`config.mk`:
```
export PLATFORM = sky130hd
export DESIGN_NAME = turnaround_ctl
export DESIGN_NICKNAME = d
export VERILOG_FILES = /design/src/rtl/fdt_pkg.sv /design/src/rtl/fdt_cfg_sel.sv /design/src/rtl/fdt_edge.sv /design/src/rtl/fdt_window.sv /design/src/rtl/fdt_gate.sv /design/src/rtl/turnaround_ctl.sv
export SDC_FILE = /design/constraint.sdc
export NUM_CORES = 1
export LEC_CHECK = 0
export CORE_MARGIN = 5
export CORE_UTILIZATION = 38
export CTS_CLUSTER_DIAMETER = 40
export DETAILED_ROUTE_END_ITERATION = 7
export GPL_ROUTABILITY_DRIVEN = 0
export PLACE_DENSITY = 0.84
export SLEW_MARGIN = 20
export SYNTH_ARGS = -nofsm -noshare
export SYNTH_HDL_FRONTEND = slang
export SYNTH_SLANG_ARGS = --single-unit
```
`constraint.sdc`:
```
create_clock -name clk -period 3.18 [get_ports clk]
set_clock_uncertainty 0.1 [all_clocks]
set_input_delay 0.636 -clock clk [delete_from_list [all_inputs] [get_ports clk]]
set_output_delay 0.636 -clock clk [all_outputs]
set_load 0.03 [all_outputs]
```
`src/rtl/fdt_pkg.sv`:
```
package fdt_pkg;
  localparam int FLOAT_W = 4;
  localparam int PSIZE_W = 2;
  localparam int PBYTE_W = 6;

  function automatic logic [PBYTE_W-1:0] page_bytes(input logic [PSIZE_W-1:0] code);
    return PBYTE_W'(4) << code;
  endfunction
endpackage

```
`src/rtl/fdt_cfg_sel.sv`:
```
module fdt_cfg_sel #(
  parameter int NUM_CS = 4,
  parameter int W      = 4,
  localparam int CSW   = (NUM_CS > 1) ? $clog2(NUM_CS) : 1
) (
  input  logic [NUM_CS*W-1:0] flat,
  input  logic [CSW-1:0]      idx,
  output logic [W-1:0]        val
);
  logic [W-1:0] fields [NUM_CS];

  for (genvar g = 0; g < NUM_CS; g++) begin : g_unpack
    assign fields[g] = flat[g*W +: W];
  end

  always_comb begin
    val = '0;
    for (int i = 0; i < NUM_CS; i++)
      if (CSW'(i) == idx) val = fields[i];
  end
endmodule

```
`src/rtl/fdt_edge.sv`:
```
module fdt_edge (
  input  logic clk,
  input  logic strobe,
  output logic rise
);
  logic prev_q;

  always_ff @(posedge clk) prev_q <= strobe;

  assign rise = strobe & ~prev_q;
endmodule

```
`src/rtl/fdt_window.sv`:
```
module fdt_window #(
  parameter int CW  = 5,
  parameter int CSW = 2
) (
  input  logic           clk,
  input  logic           rst_n,
  input  logic           load,
  input  logic [CW-1:0]  load_val,
  input  logic [CSW-1:0] load_cs,
  input  logic           load_opt,
  output logic [CW-1:0]  rem,
  output logic [CSW-1:0] owner,
  output logic           opt_q
);
  always_ff @(posedge clk) begin
    if (!rst_n) begin
      rem   <= '0;
      owner <= '0;
      opt_q <= 1'b0;
    end else if (load) begin
      rem   <= load_val;
      owner <= load_cs;
      opt_q <= load_opt;
    end else if (rem != '0) begin
      rem <= rem - CW'(1);
    end
  end
endmodule

```
`src/rtl/fdt_gate.sv`:
```
module fdt_gate #(
  parameter int CW      = 5,
  parameter int CSW     = 2,
  parameter int SETUP_W = 6
) (
  input  logic               req_valid,
  input  logic [CSW-1:0]     req_cs,
  input  logic               req_write,
  input  logic [SETUP_W-1:0] req_setup,
  input  logic [CW-1:0]      rem,
  input  logic [CSW-1:0]     owner,
  input  logic               opt_q,
  output logic               req_ready
);
  logic exempt, covered, clear;

  assign exempt  = !req_write && (req_cs == owner);
  assign covered = opt_q && (32'(rem) <= 32'(req_setup));
  assign clear   = (rem == '0) || exempt || covered;

  assign req_ready = req_valid && clear;
endmodule

```
`src/rtl/turnaround_ctl.sv`:
```
module turnaround_ctl
  import fdt_pkg::*;
#(
  parameter int NUM_CS  = 4,
  parameter int SETUP_W = 6,
  localparam int CSW    = (NUM_CS > 1) ? $clog2(NUM_CS) : 1
) (
  input  logic                      clk,
  input  logic                      rst_n,
  input  logic [NUM_CS*FLOAT_W-1:0] cfg_float,
  input  logic [NUM_CS-1:0]         cfg_opt,
  input  logic [NUM_CS-1:0]         cfg_page_en,
  input  logic [NUM_CS*PSIZE_W-1:0] cfg_page_size,
  input  logic                      rd_strobe,
  input  logic [CSW-1:0]            rd_cs,
  input  logic                      req_valid,
  output logic                      req_ready,
  input  logic [CSW-1:0]            req_cs,
  input  logic                      req_write,
  input  logic [SETUP_W-1:0]        req_setup,
  output logic                      float_busy,
  output logic                      acc_page_mode,
  output logic [PBYTE_W-1:0]        acc_page_bytes
);
  localparam int CW = FLOAT_W + 1;

  logic               rise;
  logic [FLOAT_W-1:0] rd_float;
  logic               rd_opt;
  logic [PSIZE_W-1:0] req_psize;
  logic [CW-1:0]      rem_q;
  logic [CSW-1:0]     owner_q;
  logic               opt_q;

  fdt_edge u_edge (.clk(clk), .strobe(rd_strobe), .rise(rise));

  fdt_cfg_sel #(.NUM_CS(NUM_CS), .W(FLOAT_W)) u_sel_float (
    .flat(cfg_float), .idx(rd_cs), .val(rd_float));

  fdt_cfg_sel #(.NUM_CS(NUM_CS), .W(1)) u_sel_opt (
    .flat(cfg_opt), .idx(rd_cs), .val(rd_opt));

  fdt_cfg_sel #(.NUM_CS(NUM_CS), .W(1)) u_sel_pmode (
    .flat(cfg_page_en), .idx(req_cs), .val(acc_page_mode));

  fdt_cfg_sel #(.NUM_CS(NUM_CS), .W(PSIZE_W)) u_sel_psize (
    .flat(cfg_page_size), .idx(req_cs), .val(req_psize));

  fdt_window #(.CW(CW), .CSW(CSW)) u_win (
    .clk(clk), .rst_n(rst_n), .load(rise),
    .load_val(CW'(rd_float) + CW'(1)), .load_cs(rd_cs), .load_opt(rd_opt),
    .rem(rem_q), .owner(owner_q), .opt_q(opt_q));

  fdt_gate #(.CW(CW), .CSW(CSW), .SETUP_W(SETUP_W)) u_gate (
    .req_valid(req_valid), .req_cs(req_cs), .req_write(req_write),
    .req_setup(req_setup), .rem(rem_q), .owner(owner_q), .opt_q(opt_q),
    .req_ready(req_ready));

  assign float_busy     = (rem_q != '0);
  assign acc_page_bytes = page_bytes(req_psize);
endmodule

```
==> flow_summary.json <==
{
  "status": "completed",
  "clock_sinks": 9,
  "first_pass_iters": 4,
  "worst-r2r-setup-slack_ns": 1.64,
  "diodes": 0,
  "grt_pass1_wl_mm": 3.74,
  "hold_depth": 2,
  "synth_cells": 90,
  "finish.utilization_pct": 66.1,
  "fin_area_um2": 1440,
  "synth_top_area_share_pct": 21.2,
  "setup_tns_ns": 0,
  "cts_setup_buffers": 0,
  "clkLatencyLatePin_ns": 0.25,
  "num_rows": 17,
  "die_w_um": 57.3,
  "endpoint_kind": "output pin",
  "async_flop_share_pct": 0,
  "use_met3_pct": 4.98,
  "max_freq_ghz": 0.337,
  "cts_tree": "yes",
  "cts_buffers": 3,
  "start_kind": "primary input",
  "initial_utilization_pct": 39.1,
  "placed_area_um2": 1410,
  "crit_type": "in2out",
  "arrival_ns": 2.23,
  "netlist_area_um2": 848,
  "final_nets": 204,
  "postRouteAntennaNets": 0,
  "fin_cells": 176,
  "nFillCells": 180,
  "holdWs_ns": 0.381,
  "synthSimpleGateAreaFrac_pct": 15.6,
  "peakVddDrop_mv": 0.434,
  "final_layout_size_suffix_gt1_share_pct": 13.5,
  "synthMuxAreaShare_pct": 21.7,
  "grtUsageMet2_pct": 27.2,
  "yosysWarnings": 0,
  "whs_endpoint": "u_win.opt_q$_SDFFE_PN0P_",
  "yosysMostFrequentCell": "nand2_1",
  "synthXorXnorAreaFrac_pct": 8.26,
  "place_inst": 172,
  "cts-root-buf": "clkbuf_4",
  "synth-adder-area-share_pct": 11.8,
  "hpwl_mm": 2.03,
  "viasPerCell": 4.94,
  "synth_cell_type_count": 30,
  "syn_avg_cell_area_um2": 9.43,
  "rsz0062_at_grt": "false",
  "port_buffers": 53,
  "critical_path.max_fanout": 3,
  "grt_pass1_vias": 957,
  "routed_wl_mm": 2.29,
  "synth_edf_count": 0,
  "p_leak_nw": 0.608,
  "grt_usage_pct": 14.1,
  "finalWorstSetupSlack_ns": 0.212,
  "dp_slack_ns": -0.0401,
  "wl_per_cell_um": 13.0,
  "synth_top_cell_by_area": "dfxtp_1",
  "fin_crit_sh_pct": 93.3,
  "timing.final.crit_period_ns": 2.97,
  "hold_class": "reg2reg",
  "synth_top_family_by_area": "multiplexers",
  "netlist_top_cells_count": "11 x nand2_1, 9 x dfxtp_1, 8 x ha_1, 7 x inv_1, 7 x mux4_2",
  "finalHoldViolations": 0,
  "die_h_um": 57.3,
  "grt_antenna_before_repair": 0,
  "reg2regPathDepth": 5,
  "synth-main-ff-cell": "dfxtp_1",
  "finalSetupViolCount": 0,
  "top_usage_layer": "met2",
  "num_vias": 870,
  "worst_r2r_endpoint": "u_win.rem[2]$_SDFFE_PN0P_",
  "grt_max_degree": 11,
  "area_delta_synth_final_pct": 69.2,
  "core_area_um2": 2170,
  "power_mw": 0.784,
  "drc": 0,
  "use_met1_pct": 14.4,
  "die_area_um2": 3280,
  "first_iter_violations": 7,
  "worstHoldStart": "u_win.opt_q$_SDFFE_PN0P_",
  "synth_compound_area_share_pct": 14.3,
  "io_pins": 56,
  "slew_viol_final": 0,
  "clkTransAtPathRegs_ns": 0.06,
  "drv_cap": 0,
  "grt_overflow": 0,
  "critPathRequiredTime_ns": 2.44,
  "synth-seq-cells": 9,
  "synthTopCellsByArea": "dfxtp_1 21%, mux4_2 19%, ha_1 12%",
  "p_per_area_nw_per_um2": 546,
  "ys_seq_area_share_pct": 21.2,
  "cts_buffer_depth": 2,
  "htree_levels": 1,
  "r2r_start": "u_win.rem[0]$_SDFFE_PN0P_"
}
-- layout by cell type (no fill, tap or decap), types with 2 or more instances in the layout --
cell             instances
o21ai_0                  3
clkdlybuf4s50_1         47
ha_1                     8
inv_1                    7
nor2b_1                  4
xor2_1                   5
nand2_1                 11
nor2_1                   5
a21oi_1                  5
dfxtp_1                  9
a21boi_0                 4
conb_1                   2
mux4_2                   7
buf_4                    8
clkbuf_4                 3
xnor2_1                  3
-- how the worst max path moves through the flow --
stage,startpoint,to,depth (start not counted)
after floorplan,req_setup[1],req_ready,6
after global placement,req_cs[0],acc_page_bytes[5],4
after detailed placement,req_cs[0],acc_page_bytes[5],4
after CTS,req_cs[0],acc_page_mode,4
after global routing,req_cs[0],req_ready,7
final,req_cs[0],acc_page_bytes[5],4
-- area by class of cell --
class / instances / area, um2 / share of cell area (%)
multi-input cells: 71 / 616 / 42.9
repair buffers: 57 / 552 / 38.4
flip-flops and latches: 9 / 180 / 12.6
well taps: 28 / 35.0 / 2.44
clock buffers: 4 / 26.3 / 1.83
inverters: 7 / 26.3 / 1.83
-- critical path, stage by stage --
cell             delay, ns
clkdlybuf4s50_1       0.55
mux4_2                0.53
and2_1                0.17
dlygate4sd2_1         0.35
-- cell families after synthesis --
group | after synthesis
buffers and inverters | 11
AO/OA/AOI/OAI | 18
flip-flops | 9
adder cells (fa/ha/maj) | 8
AND/OR/NAND/NOR | 27
other | 1
multiplexers | 8
XOR/XNOR | 8
-- state kept, by name, indices dropped and copies added (netlist names) --
register and flops:
u_edge.prev_q 1, u_win.owner 2, u_win.rem 5, u_win.opt_q 1
-- metal layers --
| layer | vias up | routed length, um |
|---|---|---|
| met4 | 0 | 14 |
| met5 | - | 0 |
| met1 | 390 | 839 |
| met3 | 2 | 218 |
| met2 | 43 | 1220 |
| li1 | 435 | - |
-- report_power, final --
part	switching [mW]	internal (mW)	total, mW
combinational	0.266	0.253	0.519
clock	0.0359	0.0481	0.0840
sequential	0.0317	0.149	0.181
-- repair_timing --
| action | in CTS | in global routing |
|---|---|---|
| endpoints found under the setup margin | 1 | 1 |
| hold buffers | 0 | 0 |
| pin swaps | 0 | 0 |
| resized for setup | 1 | 1 |
| cloned | 0 | 0 |
No activity file was read; power rests on OpenSTA's default activity.
